$ cat src/rtl/sdlc_tx_pkg.sv
package sdlc_tx_pkg;
  localparam int CHAR_W = 8;

  typedef enum logic [2:0] {
    K_MARK,
    K_FLAG,
    K_DATA,
    K_CRCL,
    K_CRCH,
    K_ABORT
  } chr_kind_e;

  localparam logic [CHAR_W-1:0] FLAG_PAT  = 8'h7E;
  localparam logic [CHAR_W-1:0] ABORT_PAT = 8'hFF;
  localparam logic [15:0]       CRC_POLY_R = 16'h8408;
  localparam logic [15:0]       CRC_PRESET = 16'hFFFF;
endpackage

$ cat src/rtl/sdlc_tx_crc.sv
module sdlc_tx_crc
  import sdlc_tx_pkg::*;
(
  input  logic        clk,
  input  logic        rst_n,
  input  logic        init,
  input  logic        en,
  input  logic        din,
  output logic [15:0] crc_q,
  output logic [15:0] crc_nx
);
  logic fb;

  always_comb begin
    fb     = crc_q[0] ^ din;
    crc_nx = {1'b0, crc_q[15:1]} ^ (fb ? CRC_POLY_R : 16'h0000);
  end

  always_ff @(posedge clk or negedge rst_n) begin
    if (!rst_n) begin
      crc_q <= CRC_PRESET;
    end else if (init) begin
      crc_q <= CRC_PRESET;
    end else if (en) begin
      crc_q <= crc_nx;
    end
  end
endmodule

$ cat src/rtl/sdlc_tx_holdbuf.sv
module sdlc_tx_holdbuf
  import sdlc_tx_pkg::*;
(
  input  logic              clk,
  input  logic              rst_n,
  input  logic              wr_stb,
  input  logic [CHAR_W-1:0] wr_data,
  input  logic              take,
  output logic              full,
  output logic [CHAR_W-1:0] data
);
  logic              full_d;
  logic [CHAR_W-1:0] data_d;

  always_comb begin
    full_d = full;
    data_d = data;
    if (take) full_d = 1'b0;
    if (wr_stb) begin
      full_d = 1'b1;
      data_d = wr_data;
    end
  end

  always_ff @(posedge clk or negedge rst_n) begin
    if (!rst_n) begin
      full <= 1'b0;
      data <= '0;
    end else begin
      full <= full_d;
      data <= data_d;
    end
  end
endmodule

$ cat src/rtl/sdlc_tx_lag.sv
module sdlc_tx_lag #(
  parameter int DEPTH = 5
) (
  input  logic clk,
  input  logic rst_n,
  input  logic adv,
  input  logic din,
  output logic dout
);
  generate
    if (DEPTH == 0) begin : g_thru
      assign dout = din;
    end else begin : g_pipe
      logic [DEPTH-1:0] stg_q;
      for (genvar i = 0; i < DEPTH; i++) begin : g_stage
        always_ff @(posedge clk or negedge rst_n) begin
          if (!rst_n) begin
            stg_q[i] <= 1'b1;
          end else if (adv) begin
            if (i == 0) stg_q[i] <= din;
            else        stg_q[i] <= stg_q[i-1];
          end
        end
      end
      assign dout = stg_q[DEPTH-1];
    end
  endgenerate
endmodule

$ cat src/rtl/sdlc_tx.sv
module sdlc_tx
  import sdlc_tx_pkg::*;
#(
  parameter int TX_LAT    = 6,
  parameter int STUFF_RUN = 5
) (
  input  logic              clk,
  input  logic              rst_n,
  input  logic              bit_tick,
  input  logic              wr_stb,
  input  logic [CHAR_W-1:0] wr_data,
  input  logic              flag_idle,
  input  logic              abort_sel,
  input  logic              eom_reset,
  output logic              txd,
  output logic              buf_empty_evt,
  output logic              underrun_evt
);
  localparam int CNT_W  = $clog2(CHAR_W);
  localparam int ONES_W = $clog2(STUFF_RUN + 1);
  localparam int LAG    = TX_LAT - 1;
  localparam logic [CNT_W-1:0]  CNT_LAST = CNT_W'(CHAR_W - 1);
  localparam logic [ONES_W-1:0] ONES_LIM = ONES_W'(STUFF_RUN);

  // reset: asserted asynchronously, released on a clock edge
  logic [1:0] rsync_q;
  logic       rst_ni;
  always_ff @(posedge clk or negedge rst_n) begin
    if (!rst_n) rsync_q <= 2'b00;
    else        rsync_q <= {rsync_q[0], 1'b1};
  end
  assign rst_ni = rsync_q[1];

  chr_kind_e         kind_q, kind_d;
  logic [CHAR_W-1:0] sh_q, sh_d;
  logic [CNT_W-1:0]  cnt_q, cnt_d;
  logic [ONES_W-1:0] ones_q, ones_d;
  logic              ser_q, ser_d;
  logic              latch_q, latch_d;
  logic              bevt_q, bevt_d;
  logic              uevt_q, uevt_d;

  logic              buf_full;
  logic [CHAR_W-1:0] buf_data;
  logic              take;
  logic              crc_init, crc_en, crc_bit;
  logic [15:0]       crc_q, crc_nx;
  logic              cur_bit, stuffable;

  sdlc_tx_holdbuf holdbuf_i (
    .clk     (clk),
    .rst_n   (rst_ni),
    .wr_stb  (wr_stb),
    .wr_data (wr_data),
    .take    (take),
    .full    (buf_full),
    .data    (buf_data)
  );

  sdlc_tx_crc crc_i (
    .clk    (clk),
    .rst_n  (rst_ni),
    .init   (crc_init),
    .en     (crc_en),
    .din    (crc_bit),
    .crc_q  (crc_q),
    .crc_nx (crc_nx)
  );

  sdlc_tx_lag #(.DEPTH(LAG)) lag_i (
    .clk   (clk),
    .rst_n (rst_ni),
    .adv   (bit_tick),
    .din   (ser_q),
    .dout  (txd)
  );

  // next-state
  always_comb begin
    kind_d    = kind_q;
    sh_d      = sh_q;
    cnt_d     = cnt_q;
    ones_d    = ones_q;
    ser_d     = ser_q;
    latch_d   = eom_reset ? 1'b0 : latch_q;
    bevt_d    = 1'b0;
    uevt_d    = 1'b0;
    take      = 1'b0;
    crc_init  = 1'b0;
    crc_en    = 1'b0;
    crc_bit   = 1'b0;
    cur_bit   = sh_q[0];
    stuffable = (kind_q == K_DATA) || (kind_q == K_CRCL) || (kind_q == K_CRCH);

    if (bit_tick) begin
      if (kind_q == K_MARK) begin
        ser_d = 1'b1;
        if (flag_idle || buf_full) begin
          kind_d = K_FLAG;
          sh_d   = FLAG_PAT;
          cnt_d  = '0;
          ones_d = '0;
        end
      end else if (ones_q == ONES_LIM) begin
        ser_d  = 1'b0;
        ones_d = '0;
      end else begin
        ser_d  = cur_bit;
        sh_d   = {1'b0, sh_q[CHAR_W-1:1]};
        ones_d = (stuffable && cur_bit) ? ones_q + 1'b1 : '0;
        if (kind_q == K_DATA) begin
          crc_en  = 1'b1;
          crc_bit = cur_bit;
        end
        if (cnt_q == CNT_LAST) begin
          cnt_d = '0;
          unique case (kind_q)
            K_FLAG: begin
              if (buf_full) begin
                take     = 1'b1;
                bevt_d   = 1'b1;
                crc_init = 1'b1;
                kind_d   = K_DATA;
                sh_d     = buf_data;
              end else if (flag_idle) begin
                sh_d = FLAG_PAT;
              end else begin
                kind_d = K_MARK;
              end
            end
            K_ABORT: begin
              kind_d = K_FLAG;
              sh_d   = FLAG_PAT;
            end
            K_DATA: begin
              if (buf_full) begin
                take   = 1'b1;
                bevt_d = 1'b1;
                sh_d   = buf_data;
              end else if (!latch_q) begin
                latch_d = 1'b1;
                uevt_d  = 1'b1;
                if (abort_sel) begin
                  kind_d = K_ABORT;
                  sh_d   = ABORT_PAT;
                end else begin
                  kind_d = K_CRCL;
                  sh_d   = ~crc_nx[7:0];
                end
              end else begin
                kind_d = K_FLAG;
                sh_d   = FLAG_PAT;
              end
            end
            K_CRCL: begin
              kind_d = K_CRCH;
              sh_d   = ~crc_q[15:8];
            end
            K_CRCH: begin
              kind_d = K_FLAG;
              sh_d   = FLAG_PAT;
              bevt_d = 1'b1;
            end
            default: kind_d = K_MARK;
          endcase
        end else begin
          cnt_d = cnt_q + 1'b1;
        end
      end
    end
  end

  // registers
  always_ff @(posedge clk or negedge rst_ni) begin
    if (!rst_ni) begin
      kind_q  <= K_MARK;
      sh_q    <= '1;
      cnt_q   <= '0;
      ones_q  <= '0;
      ser_q   <= 1'b1;
      latch_q <= 1'b1;
      bevt_q  <= 1'b0;
      uevt_q  <= 1'b0;
    end else begin
      kind_q  <= kind_d;
      sh_q    <= sh_d;
      cnt_q   <= cnt_d;
      ones_q  <= ones_d;
      ser_q   <= ser_d;
      latch_q <= latch_d;
      bevt_q  <= bevt_d;
      uevt_q  <= uevt_d;
    end
  end

  assign buf_empty_evt = bevt_q;
  assign underrun_evt  = uevt_q;
endmodule

$ cat config.mk
export PLATFORM = sky130hd
export DESIGN_NAME = sdlc_tx
export DESIGN_NICKNAME = d
export VERILOG_FILES = /design/src/rtl/sdlc_tx_pkg.sv /design/src/rtl/sdlc_tx_crc.sv /design/src/rtl/sdlc_tx_holdbuf.sv /design/src/rtl/sdlc_tx_lag.sv /design/src/rtl/sdlc_tx.sv
export SDC_FILE = /design/constraint.sdc
export NUM_CORES = 1
export LEC_CHECK = 0
export CORE_UTILIZATION = 45
export DETAILED_ROUTE_END_ITERATION = 12
export DONT_BUFFER_PORTS = 1
export GPL_ROUTABILITY_DRIVEN = 0
export MAX_ROUTING_LAYER = met4
export PLACE_DENSITY = 0.69
export SETUP_SLACK_MARGIN = 0.4
export SLEW_MARGIN = 10
export SYNTH_ARGS = -nofsm -noshare
export SYNTH_HDL_FRONTEND = slang
export SYNTH_HIERARCHICAL = 1
export SYNTH_SLANG_ARGS = --single-unit
$ cat constraint.sdc
create_clock -name clk -period 1.6 [get_ports clk]
set_clock_uncertainty 0.2 [all_clocks]
set_input_delay 0.32 -clock clk [delete_from_list [all_inputs] [get_ports clk]]
set_output_delay 0.32 -clock clk [all_outputs]
set_load 0.02 [all_outputs]
# Word-level counts from Yosys, hierarchy flattened
# Cells that the tools add are included.
[totals] reg_bits=53 in_bits=15
[classes] n_addsub=2 n_eq_ne=11 n_mux=73 bitwise_logic=4 reduce_logical=13
[ops] op="8-bit two-way mux" count=8
[ops] op="16-bit two-way mux" count=3
[ops] op="3-bit two-way mux" count=16
[ops] op="1-bit two-way mux" count=42
[ops] op="8-bit case mux with 4 select lines" count=1
[ops] op="8-bit NOT" count=2
[ops] op="15-bit by 16-bit bitwise XOR with 16-bit output" count=1
[ops] op="3-bit == test (second input constant)" count=4
[ops] op="3-bit case mux with 4 select lines" count=1
[ops] op="7-bit two-way mux" count=1
[ops] op="3-bit by 1-bit adder with 3-bit output (second input constant)" count=2
[ops] op="3-bit by 2-bit == test with 1-bit output (second input constant)" count=2
[ops] op="6-bit AND reduction" count=1
[ops] op="2-bit nonzero test" count=3
[ops] op="4-bit by 3-bit != test with 1-bit output (second input constant)" count=1
[ops] op="2-bit OR reduction" count=2
[ops] op="3-bit by 1-bit == test with 1-bit output (second input constant)" count=1
[ops] op="3-bit logical NOT" count=1
[ops] op="1-bit logical OR" count=3
[ops] op="3-bit != test (second input constant)" count=1
[ops] op="3-bit AND reduction" count=1
[ops] op="2-bit by 1-bit != test with 1-bit output (second input constant)" count=1
[ops] op="2-bit != test (second input constant)" count=1
[ops] op="1-bit case mux with 2 select lines" count=1
[ops] op="3 further kinds" count=3

# Logic depth before layout (Yosys ltp)
# Gate-level depths: netlist of the first run.
[logic_depth] ltp_word=16 depth_mapped=8

# Modules after synthesis
# The synthesis of the first run kept the hierarchy.
[by_module_without_submodules] module="sdlc_tx" instances=1 cells_each=178 area_per_inst_um2=1532.7
[by_module_without_submodules] module="sdlc_tx_crc" instances=1 cells_each=70 area_per_inst_um2=848.3
[by_module_without_submodules] module="sdlc_tx_holdbuf" instances=1 cells_each=20 area_per_inst_um2=369.1
[by_module_without_submodules] module="sdlc_tx_lag" instances=1 cells_each=10 area_per_inst_um2=187.7

# Least setup slack after synthesis of the first run
# OpenSTA, ideal clock, no wires.
[synth_timing] path_type="register -> register" from="reg kind_q[1]" to="reg sh_q[3]" setup_time_ns=0.073 arrival_time_ns=2.131 required_ns=1.327 slack_ns=-0.804 path_stages_with_launch=9 path_buffers=2 synth_period_minus_slack_ns=2.404 cell_sequence="dfrtp_1 buf_6 or3b_1 buf_6 nor3_1 xor3_2 a21oi_1 o22ai_1 a21oi_1"
[synth_between] elab_chain_cells=16
[synth_rtl] element="start: declaration" line_no="sdlc_tx.sv:34" text="chr_kind_e kind_q, kind_d;"
[synth_rtl] element="start signal: assignment" line_no="sdlc_tx.sv:185" text="kind_q <= kind_d;"
[synth_rtl] element="3-bit by 2-bit == test with 1-bit output" line_no="sdlc_tx.sv:111" text="if (kind_q == K_DATA) begin"
[synth_rtl] element="1-bit two-way mux" line_no="sdlc_tx.sv:111"
[synth_rtl] element="1-bit two-way mux" line_no="sdlc_tx.sv:104" text="end else if (ones_q == ONES_LIM) begin"
[synth_rtl] element="1-bit two-way mux (*)" line_no="sdlc_tx.sv:96" text="if (kind_q == K_MARK) begin"
[synth_rtl] element="1-bit two-way mux (*)" line_no="sdlc_tx.sv:95" text="if (bit_tick) begin"
[synth_rtl] element="via crc_bit" line_no="sdlc_tx.sv:46" text="logic crc_init, crc_en, crc_bit;"
[synth_rtl] element="1-bit bitwise XOR (*)" line_no="sdlc_tx_crc.sv:15" text="fb = crc_q[0] ^ din;"
[synth_rtl] element="16-bit two-way mux (*)" line_no="sdlc_tx_crc.sv:16" text="crc_nx = {1'b0, crc_q[15:1]} ^ (fb ? CRC_POLY_R : 16'h0000);"
[synth_rtl] element="[1 not listed]"
[synth_rtl] element="via crc_nx[3]" line_no="sdlc_tx.sv:47" text="logic [15:0] crc_q, crc_nx;"
[synth_rtl] element="8-bit NOT (*)" line_no="sdlc_tx.sv:148" text="sh_d = ~crc_nx[7:0];"
[synth_rtl] element="8-bit two-way mux (*)" line_no="sdlc_tx.sv:143" text="if (abort_sel) begin"
[synth_rtl] element="8-bit two-way mux (*)" line_no="sdlc_tx.sv:140" text="end else if (!latch_q) begin"
[synth_rtl] element="8-bit two-way mux (*)" line_no="sdlc_tx.sv:136" text="if (buf_full) begin"
[synth_rtl] element="8-bit case mux with 4 select lines (*)" line_no="sdlc_tx.sv:117" text="unique case (kind_q)"
[synth_rtl] element="8-bit two-way mux (*)" line_no="sdlc_tx.sv:115" text="if (cnt_q == CNT_LAST) begin"
[synth_rtl] element="8-bit two-way mux (*)" line_no="sdlc_tx.sv:104"
[synth_rtl] element="8-bit two-way mux (*)" line_no="sdlc_tx.sv:96"
[synth_rtl] element="end signal: assignment" line_no="sdlc_tx.sv:177" text="sh_q <= '1;"
[synth_rtl] element="end signal: assignment" line_no="sdlc_tx.sv:186" text="sh_q <= sh_d;"
[synth_rtl] element="end: declaration" line_no="sdlc_tx.sv:35" text="logic [CHAR_W-1:0] sh_q, sh_d;"
# The timed path passes the listed nets; every way through them passes the cells marked *. The select of a mux whose other input is x is not followed.
# A chain may end at the register's enable or synchronous reset.

# Final worst setup path of the first run
[layout_timing] from="reg kind_q[2]" to="reg crc_i.crc_q[3]"
[layout_lines] element="3-bit by 2-bit == test with 1-bit output" line_no="sdlc_tx.sv:111"
[layout_lines] element="1-bit two-way mux" line_no="sdlc_tx.sv:111"
[layout_lines] element="1-bit two-way mux" line_no="sdlc_tx.sv:104"
[layout_lines] element="1-bit two-way mux (*)" line_no="sdlc_tx.sv:96"
[layout_lines] element="1-bit two-way mux (*)" line_no="sdlc_tx.sv:95"
[layout_lines] element="via crc_en" line_no="sdlc_tx.sv:46"
[layout_lines] element="2-bit nonzero test (no line) (*)"
[layout_lines] element="end signal: assignment" line_no="sdlc_tx_crc.sv:25" text="crc_q <= crc_nx;"
[layout_lines] element="end: declaration" line_no="sdlc_tx_crc.sv:9" text="output logic [15:0] crc_q,"
# Marks and branches as above.

==> results list, run 1 <==
- Result of the run: finished, violations left
* Violations in the final reports: negative hold slack, negative setup slack
* Area Growth Syn to Fin: 26.8%
- The largest individual stage delay along the critical path comes from the cell or3b_4.
- Number of standard-cell rows in the floorplan: 28
* Pin count of the biggest net entering global routing: 52
- Share of final-layout standard cells stronger than drive strength 1: 0.454
- In this run the tightest slew margin relative to its limit is 0.664.
- Critical path endpoint category: register
- Net count after synthesis: 290
- No sink is reached through more buffers than the 2 on the longest clock path.
* Initial DRC Count: 130
* Number of pins exceeding their max-slew limit in the final report: 0
* Count of hold buffers inserted by post-cts repair: 11
* Setup crit start kind: register
* Worst-path cell chain: or3b_4, buf_4, nor2_4, buf_12, nor2b_1, a211o_1
* Highest clock rate: 0.505 GHz
* CTS tree: done
- Hold violation total from the final report: 9
* Max IR drop VDD: 0.826 mV
- In this run the static leakage power is 1.65 nW.
* Worst endpoint data arrival time: 2.02 ns
* Chip Height: 82.1 um
* Number of buffers created by CTS: 5
- Instance area at placement: 3190 um2
- Router iterations before antenna repair: 4
- Across all setup checks in the final design, the least slack found is -0.378 ns.
* Path category of the worst min-delay check: in -> reg
* Number of fillers in the final layout: 467
- Prior to clock tree synthesis, the placed netlist has a worst setup slack of -0.364 ns.
* Share of the cycle needed by the critical path after routing: 1.24
- Post-synthesis instance area: 2890 um2
- For this design the ratio of total power to cell area is 1590 nW/um2.
* Buffer and inverter count on the worst path: 2
- In this run the worst path has a maximum fanout of 15.
- Buffers added on ports: 0
* Clock latency on the worst-skew pair: 0.31 ns
- I/O pin cnt: 18
- The routed layout has 2229 vias.
- Clock-pin slew on the worst setup and hold paths: 0.09 ns
* Antenna Nets Post-Route: 0
* GRT Total Usage: 0.221
* Initial Util: 0.476
- STA puts the critical path data required time at 1.64 ns.
* Total wirelength of the detailed-routed design: 6790 um
- The core region is 6060 um2.
- For this run, design rule violations remaining after detail routing come to 0.
* Post-route standard cell area excluding fillers: 3660 um2
* Buffer type at the clock tree root: clkbuf_8
- Die W: 82.1 um
- Warning count from the yosys run: 6
* Critical path start-end classification: reg -> reg
- The first global-routing pass estimated 10600 um of wire.
* Post-synthesis average cell area: 10.6 um2
* Top Family by Delay on Critical Path: simple AND/OR/NAND/NOR gates
- The H-tree generated during clock tree synthesis spans 2 levels.
- Largest stage delay, worst path: 0.42 ns
- Final hold analysis gives a worst-case slack of -0.100 ns.
* Total number of clock tree sinks: 53
- Final setup violation count: 37
- Number of nets in the final layout: 335
- Number of antenna violations at the first check in global routing: 0
* Max-cap violation count: 0
- Dividing the detail-routed wire length by the instance count gives 17.3 um.
* Minimum clock period after layout: 1.98 ns
- Number of diodes added for antenna fixing: 0
- In the routed layout, each cell is associated on average with a via count of 5.69.
- Summed over all nets, the half-perimeter wirelength after detailed placement is 4500 um.
* DIE AREA: 6740 um2
- For this run, the number of standard cells in the final layout without fillers is 392.
* Unrepaired setup endpoints after global routing: yes
* Slew @ Worst Pin: 0.502 ns
- Vias in the first global route: 2131
- Gate count after technology mapping: 271
- Slack of the worst reg-to-reg path: -0.38 ns
- Summed over all layers, the global routing overflow is 0.
- Number of cells in the design after placement: 360
-- worst reg2reg max path, delay by kind of cell, from the launching register on --
| family | cells | cell delay (ns) |
|---|---|---|
| flip-flops | 1 | 0.41 |
| AND/OR/NAND/NOR | 3 | 0.69 |
| buffers and inverters | 2 | 0.35 |
| AO/OA/AOI/OAI | 1 | 0.26 |
-- placed cells by master, fill, tap and decap left out, drive strengths merged, types with 2 or more instances in the layout --
| master | n |
|---|---|
| nor2b | 19 |
| and2b | 2 |
| dlygate4sd3 | 10 |
| ha | 4 |
| a22o | 2 |
| mux2 | 15 |
| buf | 49 |
| nor3 | 10 |
| a21oi | 18 |
| dfrtp | 22 |
| nor2 | 27 |
| a32oi | 2 |
| dfstp | 31 |
| o21a | 2 |
| o21ai | 8 |
| clkbuf | 7 |
| nand2b | 3 |
| or3b | 3 |
| inv | 8 |
| nand2 | 17 |
| xor3 | 2 |
| a211o | 19 |
| o22ai | 12 |
| mux2i | 3 |
| o221ai | 3 |
| a21o | 2 |
-- worst paths after layout --
check,startpoint,endpoint,depth (start not counted)
min,wr_stb,holdbuf_i/full$_DFFE_PN0P_,1
min in group asynchronous,rst_n,rsync_q[0]$_DFF_PN0_,1
max,kind_q[2]$_DFFE_PN0P_,crc_i/crc_q[3]$_DFFE_PN1P_,6
max reg2reg,kind_q[2]$_DFFE_PN0P_,crc_i/crc_q[3]$_DFFE_PN1P_,6
min reg2reg,rsync_q[1]$_DFF_PN0_,holdbuf_i/data[2]$_DFFE_PN0P_,1
max in group asynchronous,rsync_q[1]$_DFF_PN0_,lag_i/g_pipe.stg_q[1]$_DFFE_PN1P_,1
-- what timing repair did --
item                       in CTS  in global routing
setup buffers                   2                  8
setup endpoints to repair      41                 46
gates resized for setup        17                 23
pin swaps                       1                  9
hold endpoints to repair       18                  9
cloned                          1                  2
-- metal layers --
metal / vias up / GRT usage / wire [um]
li1: 1053 / - / -
met2: 46 / 0.351 / 3330
met3: 17 / 0.0400 / 195
met4: 0 / 0.0895 / 192
met5: - / - / 0
met1: 1113 / 0.279 / 3070
-- flip-flops by register name, indices dropped and copies added, names as in the netlist --
signal	cells
rsync_q	2
lag_i/dout	1
holdbuf_i/data	8
ser_q	1
buf_empty_evt	1
holdbuf_i/full	1
underrun_evt	1
kind_q	3
lag_i/g_pipe.stg_q	4
ones_q	3
crc_i/crc_q	16
latch_q	1
sh_q	8
cnt_q	3
-- report_power, final --
group          switching, mW  total, mW  internal (mW)  leakage [nW]
registers              0.390       2.44           2.05         0.586
clock network          0.455      0.768          0.313        0.0456
logic                   1.18       2.61           1.43          1.02
-- through the flow --
stage | util | hold slack (ns) | power [mW] | TNS (ns)
6_report | 0.604 | -0.100 | 5.81 | -10.23
3_3_place_gp | 0.526 | -0.176 | 4.53 | -7.44
4_1_cts | 0.574 | -0.107 | 5.55 | -8.77
5_1_grt | 0.604 | -0.112 | 6.20 | -13.15
2_1_floorplan | - | -0.176 | 4.13 | -5.72
3_5_place_dp | 0.526 | -0.176 | 4.61 | -8.74
-- final cells by class --
| class | instances | area (um2) | share of cell area |
|---|---|---|---|
| multi-input cells | 188 | 1490 | 0.408 |
| flip-flops and latches | 53 | 1370 | 0.374 |
| repair buffers | 61 | 592 | 0.162 |
| well taps | 75 | 93.8 | 0.0256 |
| clock buffers | 6 | 72.6 | 0.0198 |
| inverters | 7 | 26.3 | 0.00718 |
| clock inverters | 2 | 13.8 | 0.00376 |
(Power assumes the default switching activity.)
==> run 2: changes to the inputs <==
--- a/config.mk
+++ b/config.mk
@@ -5,7 +5,9 @@
 export SDC_FILE = /design/constraint.sdc
 export NUM_CORES = 1
 export LEC_CHECK = 0
+export CORE_MARGIN = 2
 export CORE_UTILIZATION = 45
+export CTS_CLUSTER_DIAMETER = 40
 export DETAILED_ROUTE_END_ITERATION = 12
 export DONT_BUFFER_PORTS = 1
 export GPL_ROUTABILITY_DRIVEN = 0
==> run 2 against run 1 <==
The run still ends with negative hold slack, negative setup slack left. Sequential share of layout area down 1.7 points. Fmax fell by 1.9%. Routed wire length up 3.2%. Power up 3.7%.
==> results list, run 2 (synthesized netlist as in run 1, its figures left out) <==
- The endpoint identified for the worst register-to-register timing path is sh_q[3]$_DFFE_PN1P_.
- The repair_antennas step left the layout with diodes totalling 0.
* Buffers added on ports: 0
- Reg2Reg Depth: 6
* Area Growth Syn to Fin: 32.9%
* Register containing the most flip-flops in the final layout: crc_i/crc_q
- After legalization and detailed placement, the total HPWL measured 4370 um.
- Reg-to-Reg Start: kind_q[0]$_DFFE_PN0P_
- Clock tree synthesis selected as its root buffer the cell clkbuf_8.
- CTS tree: done
* Count of hold buffers inserted by post-cts repair: 11
- The pre-antenna-repair detailed-routing pass consisted of 5 iterations.
- Clock-pin slew was measured on the worst setup and hold paths at 0.10 ns.
- Max-cap violations in this run came to 0.
- The later pin in the worst-skew pair is clocked with a latency of 0.31 ns.
* Hold violation total from the final report: 9
- The library cells used most frequently in the layout, excluding fill and tap cells, are buf_4 (36), dfstp_2 (31), nor2_1 (25).
- Worst slew margin relative to its limit: 0.648
- Setup repair after global routing could not meet its margin everywhere.
- The worst setup path is launched from a register.
- Derived from the worst setup path, the maximum achievable clock frequency is 0.496 GHz.
* Minimum clock period after layout: 2.02 ns
- Row generation in the floorplan step produced 29 rows.
* Slew @ Worst Pin: 0.526 ns
* Antenna Nets Post-Route: 0
* I/O pin cnt: 18
- For this run, the total global-route usage over all layers was measured as 0.204.
- Via total after detailed routing: 2310
- Sequential cell area in the final layout: 1370 um2
- Leaving out filler cells and counting taps, the final layout contains 406.
- After detailed routing, the number of vias per cell comes to 5.69.
- Summed over all layers, the routed wires come to 7010 um.
* Crit path required time: 1.64 ns
- Setup WS pre-CTS: -0.375 ns
- The net count of the finished layout is 347.
- Number of buffers created by CTS: 5
- The design draws 6.03 mW.
- Across the VDD grid, the largest voltage drop is 1.04 mV.
- Critical path start-end classification: reg -> reg
- The clock drives 53 sinks.
* DIE AREA: 7070 um2
- Overflow after GRT: 0
* Hold-critical path endpoint: holdbuf_i/full$_DFFE_PN0P_
* Largest registers: crc_i/crc_q (16), holdbuf_i/data (8), sh_q (8)
- Including well taps, the total number of placed cells is 363.
- Initial DRC Count: 157
* Initial Util: 0.460
- Summed over all cells, the static leakage comes to 1.74 nW.
- Setup total negative slack: -10.56 ns
- The first global-routing pass estimated 11100 um of wire.
- Entering global routing, the biggest net connects 34 pins.
- The die is 84.1 um wide.
- Violations in the final reports: negative hold slack, negative setup slack
- Slowest cell on the critical path: dfrtp_2
- For the worst setup path, the data arrival time is 2.06 ns.
- Setup violations remaining at the end of the flow were counted as 37.
- Peak fanout along the critical path: 2
* Buffer and inverter count on the worst path: 0
- CTS built an H-tree with a depth of 2.
- Final Worst Setup Slack: -0.417 ns
* Cells on Worst Hold Path: 1
- Measured along the y axis, the die boundary spans 84.1 um.
* Total area of multi-input combinational cells: 1490 um2
* Share of final-layout standard cells stronger than drive strength 1: 0.471
- The run finished, with violations left.
- Number of buffers between clock root and the deepest sink: 2
* Number of fillers in the final layout: 500
* Number of pins exceeding their max-slew limit in the final report: 0
* Path category of the worst min-delay check: in -> reg
- Number of antenna violations at the first check in global routing: 0
- For this run, the slowest stage of the critical path takes 0.42 ns.
- For flop-to-flop paths, the worst setup slack is -0.42 ns.
- The via count of the first global-routing pass is 2204.
- The register with the most flip-flops in the layout has 16 of them.
- For this run, design rule violations remaining after detail routing come to 0.
- In this run the most critical hold path is launched from wr_stb.
- Share of the cycle needed by the critical path after routing: 1.26
- The critical path goes through or3b_4, nor3_4, xor3_2, a21oi_2, o22ai_1, a21oi_1.
- In this run the power density over the cells is 1570 nW/um2.
- Worst hold slack: -0.103 ns
- Commonest non-fill, non-tap cell in the layout: buf_4
- After detailed routing, the average wire length per cell comes to 17.3 um.
* Area of the placeable core: 6280 um2
- Critical path endpoint category: register
- Top Family by Delay on Critical Path: simple AND/OR/NAND/NOR gates
-- run 2: worst max-delay path by stage --
stage                          start                  end  slack, ns  cells past startpoint
2_1_floorplan  kind_q[1]$_DFFE_PN0P_  sh_q[3]$_DFFE_PN1P_      -0.49                      8
3_3_place_gp   kind_q[0]$_DFFE_PN0P_  sh_q[3]$_DFFE_PN1P_      -0.32                      6
3_5_place_dp   kind_q[0]$_DFFE_PN0P_  sh_q[3]$_DFFE_PN1P_      -0.37                      6
4_1_cts        kind_q[2]$_DFFE_PN0P_  sh_q[3]$_DFFE_PN1P_      -0.35                      6
5_1_grt        kind_q[2]$_DFFE_PN0P_  sh_q[3]$_DFFE_PN1P_      -0.49                      6
6_report       kind_q[0]$_DFFE_PN0P_  sh_q[3]$_DFFE_PN1P_      -0.42                      6
-- run 2: area by class of cell --
type	count	area share
clock buffers	6	0.0189
clock inverters	2	0.00359
inverters	7	0.00685
multi-input cells	188	0.389
flip-flops and latches	53	0.357
well taps	77	0.0251
repair buffers	73	0.199
-- run 2: timing repair --
item / CTS / global route
endpoints found under the setup margin: 41 / 46
setup buffers: 12 / 9
hold endpoints to repair: 18 / 9
resized for setup: 24 / 26
pin swaps: 8 / 7
cloned: 2 / 1
-- run 2: where the power goes --
part | internal [mW] | switching, mW | total (mW) | leakage [nW]
clock | 0.313 | 0.460 | 0.773 | 0.0456
combinational | 1.59 | 1.25 | 2.83 | 1.11
sequential | 2.05 | 0.375 | 2.42 | 0.586
-- run 2: metal layers --
metal,vias up,global-route usage,share of wire
met2,84,0.323,0.49
met5,-,-,0
met4,0,0.0865,0.031
met3,23,0.0386,0.041
met1,1128,0.257,0.43
li1,1075,-,-
-- run 2: stage by stage --
stage	util	area (um2)
floorplan	-	2980
global placement	0.513	3220
detailed placement	0.513	3220
CTS	0.585	3670
global route	0.611	3830
finish	0.611	3830
==> run 3: changes to the inputs <==
--- a/config.mk
+++ b/config.mk
@@ -13,7 +13,7 @@
 export GPL_ROUTABILITY_DRIVEN = 0
 export MAX_ROUTING_LAYER = met4
 export PLACE_DENSITY = 0.69
-export SETUP_SLACK_MARGIN = 0.4
+export SETUP_SLACK_MARGIN = 0.1
 export SLEW_MARGIN = 10
 export SYNTH_ARGS = -nofsm -noshare
 export SYNTH_HDL_FRONTEND = slang
==> run 3 against run 2 <==
The flow finishes with violations (negative setup slack). Design area fell by 4.0%. Sequential share of layout area increased by 1.4 points. Routed wire length is 5.9% lower. Register-to-register slack better by 0.097 ns. Sequential power barely moved. Non-clock buffer count decreased by 12. Core utilization shrank 2.5 points.
==> results list, run 3 (synthesized netlist as in run 1, its figures left out) <==
* P_sw: 1.99 mW
* Largest stage delay, worst path: 0.42 ns
- Power density cells: 1600 nW/um2
- Flip-flop count of the largest register, all copies and words added: 16
* Max IR drop VDD: 0.943 mV
* Clock H-tree levels: 2
* Peak fanout along the critical path: 2
- Number of pins exceeding their max-slew limit in the final report: 0
- Measured against its own limit, the worst slew margin works out to 0.593.
* Total number of clock tree sinks: 53
- Antenna Nets Post-Route: 0
- TritonCTS built the clock tree.
* Clock-pin slew on the worst setup and hold paths: 0.10 ns
- In this run the clock root is driven by a clkbuf_8.
- Clock latency on the worst-skew pair, taken at its later pin, is 0.31 ns.
- In this run the static leakage power is 1.67 nW.
* Wire length of the first global-routing pass: 10600 um
- Detailed placer's ending HPWL: 4330 um
- The worst setup path is launched from a register.
* Number of antenna violations at the first check in global routing: 0
- Critical path endpoint category: register
* Via total after detailed routing: 2231
- Of the total power, the clock network draws 0.159.
* Crit path required time: 1.64 ns
- Area Growth Syn to Fin: 27.5%
* Switching fraction of total power: 0.339
- Number of nets in the final layout: 335
* Total wirelength of the detailed-routed design: 6590 um
- After layout, the minimum clock period comes to 1.92 ns.
- Number of buffers created by CTS: 5
- Critical path start-end classification: reg -> reg
- The via count of the first global-routing pass is 2231.
* Hold violation total from the final report: 0
* Final Worst Setup Slack: -0.320 ns
- Share of total power in combinational logic: 0.430
- The share of total power dissipated in sequential elements is 0.411.
* Slowest cell on the critical path: or3b_4
* Share of the core filled with cells: 0.586
- Final setup violation count: 36
- Highest clock rate: 0.521 GHz
- Worst endpoint data arrival time: 1.96 ns
- Vias per Instance: 5.66
- Measured along the y axis, the die boundary spans 84.1 um.
- DIE AREA: 7070 um2
* Worst-path cell chain: or3b_4, nor3_4, xor3_2, a21oi_2, o22ai_1, a21oi_1
* Setup WS pre-CTS: -0.343 ns
* Slew @ Worst Pin: 0.611 ns
* Commonest non-fill, non-tap cell in the layout: buf_4
* Final total power: 5.87 mW
- Number of standard-cell rows in the floorplan: 29
- In the final layout, the registers with the most flip-flops are crc_i/crc_q (16), holdbuf_i/data (8), sh_q (8).
- The path class of the tightest hold or removal check is in -> async.
* Area of the placeable core: 6280 um2
* Register containing the most flip-flops in the final layout: crc_i/crc_q
* Commonest cells after routing, fill and taps aside: buf_4 (35), dfstp_2 (31), nor2_1 (23)
- In the global route stage, overall resource usage came out at 0.190.
- Die W: 84.1 um
* Worst hold slack: 0.0280 ns
* Router iterations before antenna repair: 5
- Violations in the final reports: negative setup slack
- During placement, the flow inserted port buffers numbering 0.
* DRC Markers: 0
* WL per Instance: 16.7 um
* Number of diodes added for antenna fixing: 0
- Overflow after GRT: 0
- The run finished, with violations left.
- Cell internal power was estimated by the tool at 3.88 mW.
- Share of final-layout standard cells stronger than drive strength 1: 0.426
- Share of the cycle needed by the critical path after routing: 1.20
* Pin count of the biggest net entering global routing: 52
* I/O pin cnt: 18
* Initial DRC Count: 138
- Initial Util: 0.460
* Max-cap violation count: 0
* Number of buffers between clock root and the deepest sink: 2
- Unrepaired setup endpoints after global routing: yes
==> run 3: cell count changes in the layout (fill, tap and decap cells not counted), moves of 2 or more <==
cell     before  now
dfrtp_1      18   21
buf_6        18    9
buf_12        5    3
nor2_1       25   23
dfrtp_2       4    1
o21ai_2       3    0
nor2b_1      16   18
==> run 3: worst max-delay path: cells and delay by family, from the launching register on <==
| kind | cells | cell delay, ns |
|---|---|---|
| DFF | 1 | 0.39 |
| AOI/OAI and AO/OA | 3 | 0.33 |
| xor gates and xnor gates | 1 | 0.31 |
| and+or+nand+nor | 2 | 0.63 |
==> run 3: final timing paths <==
check | start | to | slack (ns) | cells after the start
worst max register to register | kind_q[2]$_DFFE_PN0P_ | sh_q[3]$_DFFE_PN1P_ | -0.32 | 6
worst min register to register | rsync_q[1]$_DFF_PN0_ | holdbuf_i/data[6]$_DFFE_PN0P_ | 0.06 | 1
max in group asynchronous | rsync_q[1]$_DFF_PN0_ | crc_i/crc_q[9]$_DFFE_PN1P_ | 0.85 | 1
worst min-delay path | rst_n | rsync_q[1]$_DFF_PN0_ | 0.03 | 1
worst max-delay path | kind_q[2]$_DFFE_PN0P_ | sh_q[3]$_DFFE_PN1P_ | -0.32 | 6
min in group clk | abort_sel | sh_q[7]$_DFFE_PN1P_ | 0.03 | 2
==> run 3: final cells by class <==
| class | count | area [um2] |
|---|---|---|
| clock buffer | 6 | 72.6 |
| clock inverter | 2 | 38.8 |
| fill | 525 | 2600 |
| inverter | 7 | 26.3 |
| multi-input combinational | 188 | 1480 |
| sequential | 53 | 1370 |
| tap | 77 | 96.3 |
| timing repair buffer | 61 | 597 |
==> run 3: power by group through the flow <==
stage          logic, mW  registers (mW)  clock network [mW]
2_1_floorplan       1.74            2.36                   0
3_3_place_gp        2.14            2.42                   0
3_5_place_dp        2.20            2.42                   0
4_1_cts             2.33            2.41               0.952
5_1_grt             2.77            2.47                1.01
6_report            2.52            2.42               0.931
==> run 3: timing repair <==
action                     4_1_cts  5_1_grt
pin swaps                        6        5
hold endpoints to repair        18        0
cloned                           0        2
buffers inserted                 5        6
gates resized for setup         12       19
hold buffers                    12        0
setup endpoints to repair       37       46
==> run 3: layer usage <==
layer | up-vias | track usage | routed length, um
li1 | 1056 | - | -
met1 | 1089 | 0.252 | 2890
met2 | 65 | 0.297 | 3210
met3 | 21 | 0.0376 | 309
met4 | 0 | 0.0587 | 180
met5 | - | - | 0
==> run 3: through the flow <==
step | setup TNS (ns) | cells | instance area, um2
after global placement | -6.77 | 364 | 3210
after detailed placement | -8.06 | 364 | 3210
final | -8.68 | 394 | 3680
after CTS | -8.47 | 388 | 3520
after global routing | -10.95 | 394 | 3680
after floorplan | -5.72 | 271 | 2970
